`src/rtl/pll_pd_pkg.sv`:
```
package pll_pd_pkg;
   typedef enum logic [1:0] {
      LP_UP   = 2'd0,
      LP_WAIT = 2'd1,
      LP_DOWN = 2'd2
   } lp_state_e;
endpackage

```
`src/rtl/pll_pd_loop_fsm.sv`:
```
module pll_pd_loop_fsm
   import pll_pd_pkg::*;
#(
   parameter bit SYNC_EN = 1'b1
) (
   input  logic clk,
   input  logic rst_n,
   input  logic pd_req,
   input  logic pd_sync,
   input  logic pulse_end,
   output logic down_nxt
);
   lp_state_e state_q, state_d;
   logic      sync_eff;

   generate
      if (SYNC_EN) begin : g_sync
         assign sync_eff = pd_sync;
      end else begin : g_async_only
         assign sync_eff = 1'b0;
      end
   endgenerate

   always_comb begin
      state_d = state_q;
      if (!pd_req) begin
         state_d = LP_UP;
      end else if (state_q != LP_DOWN) begin
         if (!sync_eff || pulse_end) state_d = LP_DOWN;
         else                        state_d = LP_WAIT;
      end
   end

   always_ff @(posedge clk or negedge rst_n) begin
      if (!rst_n) state_q <= LP_UP;
      else        state_q <= state_d;
   end

   assign down_nxt = (state_d == LP_DOWN);

   // the pending state exists only while a request was present
   a_r4_wait_has_req: assert property (@(posedge clk) disable iff (!rst_n)
      (state_q == LP_WAIT) |-> $past(pd_req));
   // a down loop leaves only when its request is dropped
   a_r10_hold_down: assert property (@(posedge clk) disable iff (!rst_n)
      (state_q == LP_DOWN && pd_req) |=> (state_q == LP_DOWN));
endmodule

```
`src/rtl/pll_pd_gate.sv`:
```
module pll_pd_gate (
   input  logic clk,
   input  logic rst_n,
   input  logic down_nxt,
   input  logic cnt_rst,
   output logic n_en,
   output logic r_en,
   output logic cp_tri,
   output logic in_hiz
);
   logic run_nxt;
   assign run_nxt = !down_nxt && !cnt_rst;

   always_ff @(posedge clk or negedge rst_n) begin
      if (!rst_n) n_en <= 1'b1;
      else        n_en <= run_nxt;
   end

   always_ff @(posedge clk or negedge rst_n) begin
      if (!rst_n) r_en <= 1'b1;
      else        r_en <= run_nxt;
   end

   always_ff @(posedge clk or negedge rst_n) begin
      if (!rst_n) begin
         cp_tri <= 1'b0;
         in_hiz <= 1'b0;
      end else begin
         cp_tri <= down_nxt;
         in_hiz <= down_nxt;
      end
   end

   // both counters of a loop run or stop together
   a_r8_aligned: assert property (@(posedge clk) disable iff (!rst_n)
      n_en == r_en);
   // a counter reset stops both counters
   a_r7_hold: assert property (@(posedge clk) disable iff (!rst_n)
      cnt_rst |=> !n_en);
endmodule

```
`src/rtl/pll_pd_pin.sv`:
```
module pll_pd_pin #(
   parameter int NUM_LOOPS = 2
) (
   input  logic                 clk,
   input  logic                 rst_n,
   input  logic [NUM_LOOPS-1:0] pd_req,
   output logic                 pin_hiz
);
   always_ff @(posedge clk or negedge rst_n) begin
      if (!rst_n) pin_hiz <= 1'b0;
      else        pin_hiz <= &pd_req;
   end

   // pin released only with every request present
   a_r6_pin_all: assert property (@(posedge clk) disable iff (!rst_n)
      (&pd_req) |=> pin_hiz);
   a_r6_pin_any_low: assert property (@(posedge clk) disable iff (!rst_n)
      !(&pd_req) |=> !pin_hiz);
endmodule

```
`src/rtl/pll_pd_seq.sv`:
```
module pll_pd_seq #(
   parameter int NUM_LOOPS = 2,
   parameter bit SYNC_EN   = 1'b1
) (
   input  logic                 clk,
   input  logic                 rst_n,
   input  logic [NUM_LOOPS-1:0] pd_req,
   input  logic                 pd_sync,
   input  logic [NUM_LOOPS-1:0] cnt_rst,
   input  logic [NUM_LOOPS-1:0] cp_pulse_end,
   output logic [NUM_LOOPS-1:0] n_en,
   output logic [NUM_LOOPS-1:0] r_en,
   output logic [NUM_LOOPS-1:0] cp_tristate,
   output logic [NUM_LOOPS-1:0] in_hiz,
   output logic                 pin_hiz
);
   localparam int LAST_LOOP = NUM_LOOPS - 1;

   generate
      if (NUM_LOOPS < 1 || NUM_LOOPS > 8) begin : g_bad_loops
         $error("pll_pd_seq: NUM_LOOPS must lie in 1..8");
      end
   endgenerate

   generate
      for (genvar i = 0; i <= LAST_LOOP; i++) begin : g_loop
         logic down_nxt;

         pll_pd_loop_fsm #(.SYNC_EN(SYNC_EN)) u_fsm (
            .clk      (clk),
            .rst_n    (rst_n),
            .pd_req   (pd_req[i]),
            .pd_sync  (pd_sync),
            .pulse_end(cp_pulse_end[i]),
            .down_nxt (down_nxt)
         );

         pll_pd_gate u_gate (
            .clk     (clk),
            .rst_n   (rst_n),
            .down_nxt(down_nxt),
            .cnt_rst (cnt_rst[i]),
            .n_en    (n_en[i]),
            .r_en    (r_en[i]),
            .cp_tri  (cp_tristate[i]),
            .in_hiz  (in_hiz[i])
         );

         // immediate entry
         a_r1_async_down: assert property (@(posedge clk) disable iff (!rst_n)
            (pd_req[i] && (!pd_sync || !SYNC_EN)) |=> (cp_tristate[i] && in_hiz[i] && !n_en[i]));
         // waiting loop stays up without a pulse end
         a_r2_wait_up: assert property (@(posedge clk) disable iff (!rst_n)
            (SYNC_EN && pd_req[i] && pd_sync && !cp_pulse_end[i] && !cp_tristate[i]) |=> !cp_tristate[i]);
         // pulse end completes a synchronous entry
         a_r3_sync_down: assert property (@(posedge clk) disable iff (!rst_n)
            (pd_req[i] && cp_pulse_end[i]) |=> cp_tristate[i]);
         // release in either mode
         a_r5_release: assert property (@(posedge clk) disable iff (!rst_n)
            !pd_req[i] |=> (!cp_tristate[i] && !in_hiz[i]));
      end
   endgenerate

   pll_pd_pin #(.NUM_LOOPS(NUM_LOOPS)) u_pin (
      .clk    (clk),
      .rst_n  (rst_n),
      .pd_req (pd_req),
      .pin_hiz(pin_hiz)
   );
endmodule

```
`config.mk`:
```
export PLATFORM = sky130hd
export DESIGN_NAME = pll_pd_seq
export DESIGN_NICKNAME = d
export VERILOG_FILES = /design/src/rtl/pll_pd_pkg.sv /design/src/rtl/pll_pd_loop_fsm.sv /design/src/rtl/pll_pd_gate.sv /design/src/rtl/pll_pd_pin.sv /design/src/rtl/pll_pd_seq.sv
export SDC_FILE = /design/constraint.sdc
export NUM_CORES = 1
export LEC_CHECK = 0
export BUFFER_PORTS_ARGS = -buffer_cell sky130_fd_sc_hd__buf_2
export CAP_MARGIN = 30
export CELL_PAD_IN_SITES_DETAIL_PLACEMENT = 2
export CELL_PAD_IN_SITES_GLOBAL_PLACEMENT = 2
export CORE_AREA = 2 2 39 41
export CTS_BUF_LIST = sky130_fd_sc_hd__clkbuf_8
export DETAILED_ROUTE_END_ITERATION = 10
export DIE_AREA = 0 0 41 43
export HOLD_SLACK_MARGIN = 0.03
export PLACE_DENSITY = 0.77
export SETUP_SLACK_MARGIN = 0.05
export SYNTH_ARGS = -nofsm -noshare
export SYNTH_HDL_FRONTEND = slang
export SYNTH_SLANG_ARGS = --single-unit
```
`constraint.sdc`:
```
create_clock -name clk -period 2.1 [get_ports clk]
set_input_delay 0.21 -clock clk [delete_from_list [all_inputs] [get_ports clk]]
set_output_delay 0.21 -clock clk [all_outputs]
set_load 0.05 [all_outputs]
```
Word-level counts from Yosys, hierarchy flattened

Index checks and enable logic that the tools add are counted.

Equal/unequal tests: 4
Multiplexer cells: 6
Reduce and logical (&&, ||, !) cells: 10

Operators by type and width:

| kind                                         | count |
|---|---|
| 2-to-1 mux 2 bit                             | 6 |
| zero test 1 bit                              | 5 |
| == test 2 bit, second input constant         | 2 |
| inequality test 2 bit, second input constant | 2 |
| logical AND 1 bit                            | 2 |
| logical OR 1 bit                             | 2 |
| AND reduction 2 bit                          | 1 |

Flip-flop bits (word level): 9
Output and inout bits: 9
Logic and storage cells: 27

Depth between registers and ports, before layout

Depth after elaboration: 8
Depth in mapped cells: 3

Hierarchy

Synthesis repeated with hierarchy kept, for this count alone.

Cells, all modules: 28
Area total of the unflattened synthesis: 361.6 µm²

Modules (own cells, without submodules):

| module          | instances | cells an instance | area each (µm²) |
|---|---|---|---|
| pll_pd_loop_fsm | 2         | 8                 | 95.1 |
| pll_pd_gate     | 2         | 5                 | 70.1 |
| pll_pd_pin      | 1         | 2                 | 31.3 |

Least setup slack after synthesis

OpenSTA, ideal clock, no wires.

Kind: reg-to-output
Start: register g_loop[0].u_gate.n_en
End: output port n_en[0]
Arrival: 687 ps
Setup slack: 1203 ps
Cell stages (with the launch flop): 2
Path through: dfstp_2 -> buf_4

RTL lines:

| item                   | RTL line          | RTL |
|---|---|---|
| from (decl)            | pll_pd_gate.sv:6  | `output logic n_en,` |
| from (signal assigned) | pll_pd_gate.sv:16 | `else n_en <= run_nxt;` |
| to (decl)              | pll_pd_seq.sv:11  | `output logic [NUM_LOOPS-1:0] n_en,` |

No word-level cell between the ends.

Final worst setup path

Start: register g_loop[0].u_gate.n_en
End: output port n_en[0]

No word-level cell between the ends.

==> reports/metrics.cfg <==
[status]
status = finished, final reports clean

[hold_path]
hp-class = input pin to flip-flop

[routing]
routedWlPerCell_um = 10.28
via_per_inst = 4.295
drt_wl_total_um = 627
drtPass1Iterations = 1
vias = 262
drtIter0Drc = 0
drc = 0
postRouteAntennaNets = 0

[finish]
layout_common_cells = 17 x buf_2, 7 x dfrtp_1, 3 x inv_1, 3 x clkbuf_8
final_nets = 55
syn2layout_area_growth_pct = 26.67
multi_input_area_um2 = 76.32
fill_cells = 165
num_antenna_cells = 0
drive_gt1_share_pct = 53.33
final_common_cell = buf_2
seqCellArea_um2 = 227.7

[synth]
yosysTopAreaCellShare_pct = 46.67
yosys-top-cells-area = dfrtp_1 47%, buf_4 16%, dfstp_2 14%, o31a_1 4.7%, a31oi_1 3.3%
ys_seq_elements = 9
syn_inst = 31
yosysSeqAreaShare_pct = 60.67
syn_area_um2 = 375.4
synth.avg_cell_area_um2 = 12.11
synthesis.nets = 40
synth_top_cell_by_area = dfrtp_1
ys_warn_count = 0
yosys.cell_types.count = 14

[clocking]
insertion_delay_ns = 0.23
cts_buffer_depth = 2
cts_setup_buffers = 0
htreeDepth = 1
cts_buffers = 3
cts_root_buf = clkbuf_8
cts_tree = built
clk_pin_slew_ns = 0.04
cts_sinks = 9

[power_and_ir_drop]
vdd_drop_max_v = 0.0001982
finalPower_uw = 459.5
switching_share_pct = 27.44
p_int_uw = 333.4
pwr-share-comb_pct = 17.6
power_frac_seq_pct = 41.1
leakage_uw = 0.0002505
p_per_area_nw_per_um2 = 966.5
switchingPower_uw = 126.1
clock_power_share_pct = 41.3

[sta]
worst_slew_pin_slew_ns = 0.2505
rsz0062_at_grt = false
post-route-min-period_ns = 1.206
setup_viol = 0
hold_viol_final = 0
slew_violations = 0
slew_headroom_pct = 83.06
max_freq_ghz = 0.8293
tns_ns = 0
period_share_pct = 57.42
skew_ns = 0.0003166

[setup_path]
crit_family = flip-flops
start_kind = flip-flop
cp_num_buf_inv = 1
crit_path_cell_trace = buf_2
critPathKind = flip-flop to output port
cp_data_required_time_ns = 1.89
crit_arrival_ns = 1.00
crit_fanout = 2
slowest_delay_ns = 0.52
crit_slowest_cell = dfstp_2
worst_setup_path_end_kind = output port

[floorplanning]
core_um2 = 1384
dieArea_um2 = 1763
num_io_pins = 18
die_y_um = 43
initial_utilization_pct = 27.12
die-width_um = 41
core.rowCount = 14

[global_routing]
grt_pass1_vias = 236
grt_pass1_wl_um = 972
grt.overflow.total = 0
antenna_found_initial = 0
grt_use_total_pct = 9.248
grt_max_degree = 10

[placement]
gp_congestion = 0.6507
portBuffers = 17

[job]
cap_violations = 0

==> flip-flops by register name, summed over array words and instances, names as in the netlist <==
register,flops
u_pin.pin_hiz,1
g_loop.u_gate.cp_tri,2
g_loop.u_gate.n_en,2
g_loop.u_fsm.state_q,4
==> what timing repair did <==
item | CTS | global route
hold endpoints to repair | 7 | 0
hold buffers | 1 | 0
resized for setup | 0 | 0
==> kinds of logic after synthesis <==
logic type      count (synthesis)  synth area share (%)
flops                           9                 60.67
simple gates                    7                 12.34
buf+inv                        11                 19.00
compound gates                  4                 8.000
==> stage by stage <==
step	hold slack, ns	cells	util (%)	area, um^2	setup slack (ns)
2_1_floorplan	-0.08559	31	-	375.4	1.203
3_3_place_gp	0.06291	56	30.38	420.4	1.141
3_5_place_dp	0.06645	56	30.38	420.4	1.132
4_1_cts	0.09046	61	34.36	475.5	0.8827
5_1_grt	0.09864	61	34.36	475.5	0.8590
6_report	0.09450	61	34.36	475.5	0.8942
==> per-layer routing <==
layer,track usage [%],share of wire [%]
met4,8.000,3.2
met2,12.19,49
met3,4.712,13
met5,0,0
met1,10.37,34
==> cells in the mapped netlist <==
library cell / number
and2_1: 1
nor2_2: 1
nor2_1: 1
o31a_1: 2
inv_1: 2
and4_1: 1
nor4b_1: 1
a31oi_1: 2
dfstp_2: 2
buf_4: 8
nand2b_1: 1
nor2b_1: 1
inv_2: 1
dfrtp_1: 7
==> final cells by class <==
class	count	area share (%)
clock buffers	3	8.684
flip-flops and latches	9	47.89
repair buffers	18	20.00
well taps	16	4.211
clock inverters	1	0.7895
multi-input cells	11	16.05
inverters	3	2.368
==> power by group through the flow <==
stage | Clock [uW] | Sequential, uW | Combinational [uW]
4_1_cts | 197 | 189 | 82.1
2_1_floorplan | 0 | 195 | 65.1
3_3_place_gp | 0 | 191 | 79.3
5_1_grt | 202 | 190 | 87.2
3_5_place_dp | 0 | 191 | 80.4
6_report | 190 | 189 | 80.8
==> path summary, 6_finish.rpt <==
kind                                              end  depth (start not counted)                       start  slack [ns]
setup / recovery                              n_en[0]                          1       g_loop[0].u_gate.n_en        0.89
hold / removal                  g_loop[1].u_gate.n_en                          2                  cnt_rst[1]        0.09
setup reg to reg                g_loop[1].u_gate.n_en                          3  g_loop[1].u_fsm.state_q[0]        1.19
hold reg to reg               g_loop[1].u_gate.cp_tri                          2  g_loop[1].u_fsm.state_q[0]        0.63
max in group asynchronous       g_loop[0].u_gate.n_en                          2                       rst_n        1.49
min in group asynchronous  g_loop[1].u_fsm.state_q[1]                          2                       rst_n        0.37
(Power assumes the default switching activity.)
